`src/rtl/drr_ctrl.sv`:
```
module drr_ctrl #(
  parameter int ADDR_W        = 16,
  parameter int DISCARD_LIMIT = 1024,
  localparam int LA_W  = ADDR_W - 1,
  localparam int CNT_W = $clog2(DISCARD_LIMIT + 1)
) (
  input  logic              clk,
  input  logic              rst_n,
  input  logic              hst_req,
  input  logic              hst_region,
  input  logic [ADDR_W-1:0] hst_addr,
  input  logic [3:0]        hst_cmd,
  input  logic [3:0]        hst_be,
  input  logic              wfifo_empty,
  output logic              hst_done,
  output logic [1:0]        hst_term,
  output logic [31:0]       hst_rdata,
  output logic              loc_req,
  output logic              loc_reg_sel,
  output logic [LA_W-1:0]   loc_addr,
  input  logic              loc_ack,
  input  logic [15:0]       loc_rdata
);

  localparam logic [1:0] T_NONE = 2'd0, T_RETRY = 2'd1, T_DATA = 2'd2, T_ABORT = 2'd3;

  typedef enum logic [1:0] {S_IDLE, S_FETCH, S_READY} slot_t;
  slot_t st;

  logic              s_region, s_need_hi, s_cur_hi;
  logic [ADDR_W-1:0] s_addr;
  logic [3:0]        s_cmd, s_be;
  logic [31:0]       s_data;
  logic [CNT_W-1:0]  age;

  wire in_stat  = hst_region && hst_addr >= ADDR_W'(12'h800) && hst_addr <= ADDR_W'(12'h81F);
  wire in_lreg  = hst_region && hst_addr < ADDR_W'(12'h100);
  wire lo_one   = ^hst_be[1:0];
  wire hi_one   = ^hst_be[3:2];
  wire is_abort = hst_region && !in_stat && (!in_lreg || lo_one || hi_one);
  wire is_zero  = !in_stat && !is_abort && (hst_be == 4'h0 || (in_lreg && hst_be[1:0] == 2'b00));
  wire dly      = !in_stat && !is_abort && !is_zero;
  wire need_lo  = in_lreg ? 1'b1 : |hst_be[1:0];
  wire need_hi  = in_lreg ? 1'b0 : |hst_be[3:2];
  wire hit      = s_region == hst_region && s_addr == hst_addr && s_cmd == hst_cmd && s_be == hst_be;
  wire collect  = hst_req && dly && hit && st == S_READY;
  wire expire   = st == S_READY && age == CNT_W'(DISCARD_LIMIT - 1);

  wire [31:0] stat_word = (hst_addr[4:2] == 3'd0)
                        ? {1'b0, !wfifo_empty, 28'b0, st == S_READY, st != S_IDLE} : 32'h0;

  assign loc_req     = st == S_FETCH;
  assign loc_reg_sel = s_region;
  assign loc_addr    = s_region ? LA_W'(s_addr[7:2]) : {s_addr[ADDR_W-1:2], s_cur_hi};

  always_ff @(posedge clk) begin
    if (!rst_n) begin
      hst_done  <= 1'b0;
      hst_term  <= T_NONE;
      hst_rdata <= 32'h0;
    end else begin
      hst_done  <= hst_req;
      hst_rdata <= 32'h0;
      if (!hst_req)      hst_term <= T_NONE;
      else if (in_stat)  begin hst_term <= T_DATA; hst_rdata <= stat_word; end
      else if (is_abort) hst_term <= T_ABORT;
      else if (is_zero)  hst_term <= T_DATA;
      else if (collect)  begin hst_term <= T_DATA; hst_rdata <= s_data; end
      else               hst_term <= T_RETRY;
    end
  end

  always_ff @(posedge clk) begin
    if (!rst_n) begin
      st <= S_IDLE;
      s_region <= 1'b0; s_addr <= '0; s_cmd <= '0; s_be <= '0;
      s_need_hi <= 1'b0; s_cur_hi <= 1'b0; s_data <= '0; age <= '0;
    end else begin
      case (st)
        S_IDLE: if (hst_req && dly && wfifo_empty) begin
          s_region  <= hst_region;
          s_addr    <= hst_addr;
          s_cmd     <= hst_cmd;
          s_be      <= hst_be;
          s_need_hi <= need_hi;
          s_cur_hi  <= !need_lo;
          s_data    <= '0;
          st        <= S_FETCH;
        end
        S_FETCH: if (loc_ack) begin
          if (s_cur_hi) s_data[31:16] <= loc_rdata;
          else          s_data[15:0]  <= loc_rdata;
          if (!s_cur_hi && s_need_hi) s_cur_hi <= 1'b1;
          else begin st <= S_READY; age <= '0; end
        end
        S_READY: begin
          if (collect || expire) st <= S_IDLE;
          else                   age <= age + 1'b1;
        end
        default: st <= S_IDLE;
      endcase
    end
  end


  fetch_hold_chk: assert property (@(posedge clk) disable iff (!rst_n)
    loc_req && !loc_ack |=> loc_req && $stable(loc_addr));


  no_queue_busy_chk: assert property (@(posedge clk) disable iff (!rst_n)
    st == S_IDLE && hst_req && dly && !wfifo_empty |=> st == S_IDLE && !loc_req);


  first_retry_chk: assert property (@(posedge clk) disable iff (!rst_n)
    st == S_IDLE && hst_req && dly |=> hst_done && hst_term == T_RETRY);


  collect_free_chk: assert property (@(posedge clk) disable iff (!rst_n)
    hst_req && dly && hit && st == S_READY |=> st == S_IDLE && hst_term == T_DATA);


  stat_direct_chk: assert property (@(posedge clk) disable iff (!rst_n)
    hst_req && in_stat && st == S_IDLE |=> st == S_IDLE && hst_term == T_DATA);

endmodule

```
`config.mk`:
```
export PLATFORM = sky130hd
export DESIGN_NAME = drr_ctrl
export DESIGN_NICKNAME = d
export VERILOG_FILES = /design/src/rtl/drr_ctrl.sv
export SDC_FILE = /design/constraint.sdc
export NUM_CORES = 1
export LEC_CHECK = 0
export BUFFER_PORTS_ARGS = -buffer_cell sky130_fd_sc_hd__buf_4
export CAP_MARGIN = 20
export CORE_AREA = 5 5 97 99
export DETAILED_ROUTE_END_ITERATION = 8
export DIE_AREA = 0 0 102 104
export PLACE_DENSITY = 0.78
export SYNTH_ARGS = -nofsm -noshare
export SYNTH_HDL_FRONTEND = slang
export SYNTH_SLANG_ARGS = --single-unit
```
`constraint.sdc`:
```
create_clock -name clk -period 3.3 [get_ports clk]
set_input_delay 0.495 -clock clk [delete_from_list [all_inputs] [get_ports clk]]
set_output_delay 0.495 -clock clk [all_outputs]
set_load 0.01 [all_outputs]
```
==> results summary <==
The startpoint identified for the worst hold timing path is hst_addr[13]. The share of the Yosys chip area taken by registers is 47.4%. The max-cap violation count is 0. The power per cell area came out at 450 mW/mm^2. The Yosys step of the flow raised 0 warnings. The congestion estimate from routability-driven global placement came to just under 0.9.

Hold repair after CTS inserted 0 buffers. Data arrives at the worst endpoint at 2570 ps. The tightest min-delay check is of the input port to flop type. In this run the remaining antenna-violating nets after routing total 0. The H-tree was split into 3 levels. Along the worst hold path, the cell count comes to 3.

The sequential cell area came out at 0.00214 sq mm. The per-instance average area after synthesis is between 9 and 10 sq um. Counting flops with an async set or reset pin after synthesis yields a share of 0%. Of the available clock period, the critical path in the final layout requires 68.9%. The die outline area is 0.0106 sq mm. The via count is 3755. After detailed routing, the average wire length per cell comes to between 15 and 20 um. The post-synthesis compound-gate area fraction is 10.5%.

Static timing analysis puts the maximum clock frequency at ~440 MHz. For the pin with the worst max-slew slack, the measured transition is 744 ps. The most common flop cell mapped by yosys is sky130_fd_sc_hd__dfxtp_1. The total non-filler cell area in the finished layout is ~0.0055 sq mm. The netlist area before placement is around 0.0045 sq mm. Synthesis produced a netlist whose cell count is 498. The number of nets in the synthesized netlist is between 500 and 600. After synthesis, the largest family of logic cells by area is simple AND/OR/NAND/NOR gates.

The worst voltage drop across the vdd grid came out at just under 0.3 mV. The largest net degree at the start of global routing is 88. The total net switching power is 677 uW. On the final layout, the worst hold slack is 374 ps. TritonCTS built the clock tree. The post-CTS repair timing setup buffer count is 0. The flow ran to the end, and the final reports show no timing, DRC or antenna violations. In this run, the number of DRC markers left after iteration 0 of detailed routing was 155. The number of antenna violations at the first check in global routing came to 0. The die is between 100 and 150 um wide. The first-pass iteration count of the detailed router is 4.

The total of buffers placed on input and output ports came out at 97. The path with the worst hold slack has its endpoint at s_addr[13]. The placeable core region came out at ~0.0085 sq mm. The post-cts sizing count is 0. The relative max-transition margin is 50.4%. The largest total area in the synthesized netlist belongs to sky130_fd_sc_hd__dfxtp_1.

The clock latency on the worst-skew pair came out at 380 ps. The total inserted antenna cells came out at 0. The overall fraction of global-route tracks in use came out at 19.7%. The combinational fraction of design power is ~11%. The initial standard-cell utilization of the core is 53.4%. The routed wire length came out at 10500 um. The first global-routing pass estimated 17100 um of wire. The classification of the worst setup path is input port to flop. In this run the cell area measured after placement is 0.00529 sq mm. The number of distinct library cells after synthesis is 45.

The count of filler cells inserted in the layout came out at around 660. The depth of the worst register-to-register path is 7. The clock transition at the register clock pins on the worst setup and hold paths after CTS came out at 110 ps. The switching power as a share of total power is 27.3%.

Measured along the y axis, the die boundary spans 104 um. The combined area of the multi-input logic cells came out at 0.00220 sq mm. The static power due to leakage is 0.00243 uW. Counting along the longest clock path gives a buffer depth of 2. STA classifies the critical path endpoint as a flop. The most common cell in the synthesized netlist is sky130_fd_sc_hd__dfxtp_1.

The final HPWL from detailed placement is ~7500 um. The clock tree root buffer cell is sky130_fd_sc_hd__clkbuf_8. The clock network fraction of design power is 34.9%. Compared with the post-synthesis result, the final layout area differs by 21.8%. The hold violation count in the final report came out at 0. The internal power summed over all cells is 1800 uW. Buffers inserted during clock tree synthesis total 9. The count of clock tree sinks is 107.

The register-to-register setup slack is ~1100 ps. The largest driver fanout on the critical path came out at 28. After Yosys synthesis, full adders, half adders and majority gates account for less than 1% of the synthesized area.

The worst flop-to-flop path startpoint is age[0]. The number of placed I/O pins is between 90 and 100. Summed over its instances, the top area cell type makes up 47.4% of the synthesized netlist area. The endpoint identified for the worst register-to-register timing path is st[1]. The final net count is 632. The xor-xnor portion of the synthesized cell area came out at roughly 4.8%.

The required time reported for the critical path endpoint came out at 3600 ps. The initialized floorplan defines 34 standard-cell rows. The total grt overflow is 0.

The aggregate negative setup slack is 0 ps. The number of failing setup endpoints in the final timing report came out at 0. Setup repair after global routing left no endpoint under its margin. For the finished layout, the period the worst path requires is 2270 ps. The register bit total from synthesis came out at 107. The sequential cell fraction of total power is 53.7%. The portion of synthesized area spent on multiplexers is 8.55%.

The DRC violation count after routing is 0. The number of global-route vias before repair came out at 3655. The number of enable-type register cells in the synthesized netlist is 0. By area the synthesized netlist is led by sky130_fd_sc_hd__dfxtp_1 (47%), sky130_fd_sc_hd__nand2_1 (8.1%), sky130_fd_sc_hd__mux2i_1 (7.3%), sky130_fd_sc_hd__xor2_1 (4.8%), sky130_fd_sc_hd__and3_1 (4.4%). Total power for the finished layout comes to 2480 uW. The mean number of vias per cell came out at 5.40. The worst setup path is launched from an input port.

The synthesized netlist devotes 23.9% of its cell area to simple gates. By count the netlist is led by sky130_fd_sc_hd__dfxtp_1 (107), sky130_fd_sc_hd__nand2_1 (98), sky130_fd_sc_hd__mux2i_1 (33). The worst clock skew came out at 10.3 ps. In the final layout, the share of cells above drive strength 1 is 23.0%. The max-slew violation count came to 0.
[routing by layer]
layer / vias up / wire length [um] / global-route usage [%]
met2: 122 / 4940 / 32.6
met5: - / 0 / 0
li1: 1890 / - / -
met3: 8 / 852 / 3.89
met4: 0 / 108 / 6.09
met1: 1735 / 4610 / 25.7
[registers in the layout, summed over array words and instances (netlist names)]
name / flops
hst_rdata: 32
s_data: 32
s_addr: 16
age: 11
s_be: 4
s_cmd: 4
hst_term: 2
st: 2
hst_done: 1
loc_reg_sel: 1
s_cur_hi: 1
s_need_hi: 1
[placed cells by master, fill, tap and decap left out, types with 2 or more instances in the layout]
cell type,count
sky130_fd_sc_hd__a21boi_0,19
sky130_fd_sc_hd__a21oi_1,11
sky130_fd_sc_hd__a22oi_1,2
sky130_fd_sc_hd__a31oi_1,6
sky130_fd_sc_hd__and2_1,4
sky130_fd_sc_hd__and3_1,32
sky130_fd_sc_hd__buf_4,103
sky130_fd_sc_hd__clkbuf_8,9
sky130_fd_sc_hd__clkinv_4,2
sky130_fd_sc_hd__dfxtp_1,107
sky130_fd_sc_hd__ha_1,3
sky130_fd_sc_hd__inv_1,9
sky130_fd_sc_hd__inv_6,2
sky130_fd_sc_hd__mux2_2,5
sky130_fd_sc_hd__mux2i_1,33
sky130_fd_sc_hd__nand2_1,98
sky130_fd_sc_hd__nand2b_1,4
sky130_fd_sc_hd__nand3_1,26
sky130_fd_sc_hd__nand4_1,3
sky130_fd_sc_hd__nor2_1,14
sky130_fd_sc_hd__nor2b_1,10
sky130_fd_sc_hd__nor3_1,3
sky130_fd_sc_hd__nor3_2,2
sky130_fd_sc_hd__nor4_1,16
sky130_fd_sc_hd__o21ai_0,12
sky130_fd_sc_hd__o311ai_0,6
sky130_fd_sc_hd__o31ai_2,2
sky130_fd_sc_hd__or4_1,2
sky130_fd_sc_hd__xor2_1,25
[per-stage QoR]
step	utilization, %	instances	setup WS (ps)
2_1_floorplan	-	498	1070
3_3_place_gp	62.5	680	711
3_5_place_dp	62.5	680	632
4_1_cts	65.0	696	1030
5_1_grt	65.0	696	917
6_report	65.0	696	1030
[worst max-delay path, stage by stage]
cell	delay [ps]
sky130_fd_sc_hd__buf_4	100
sky130_fd_sc_hd__inv_1	40
sky130_fd_sc_hd__ha_1	270
sky130_fd_sc_hd__nor3_1	50
sky130_fd_sc_hd__a41o_1	270
sky130_fd_sc_hd__and2_4	170
sky130_fd_sc_hd__and3_4	270
sky130_fd_sc_hd__a31oi_4	640
sky130_fd_sc_hd__mux2i_1	260
[how the worst max path moves through the flow]
stage	from	endpoint	slack (ps)
2_1_floorplan	hst_be[0]	s_data[10]	1070
3_3_place_gp	hst_be[0]	s_data[8]	710
3_5_place_dp	hst_be[0]	s_data[15]	630
4_1_cts	hst_be[0]	s_data[13]	1030
5_1_grt	hst_be[0]	s_data[3]	920
6_report	hst_be[0]	s_data[0]	1030
[power groups by stage]
stage / logic, uW / clock network (uW) / registers, uW
2_1_floorplan: 174 / 0 / 1360
3_3_place_gp: 276 / 0 / 1360
3_5_place_dp: 280 / 0 / 1360
4_1_cts: 282 / 877 / 1330
5_1_grt: 306 / 927 / 1330
6_report: 280 / 866 / 1330
[cell families after synthesis]
| group | count (synthesis) |
|---|---|
| compound gates | 66 |
| xor+xnor | 25 |
| fa+ha+maj | 3 |
| buf+inv | 39 |
| flops | 107 |
| mux | 38 |
| simple gates | 220 |
[area by class of cell]
type                    count  share of cell area [%]
multi-input cells         352                    40.0
flip-flops and latches    107                    38.9
repair buffers            103                    14.0
well taps                 108                    2.46
clock buffers               9                    2.25
clock inverters             7                    1.68
inverters                  10                   0.682
No activity file was read; power rests on OpenSTA's default activity.
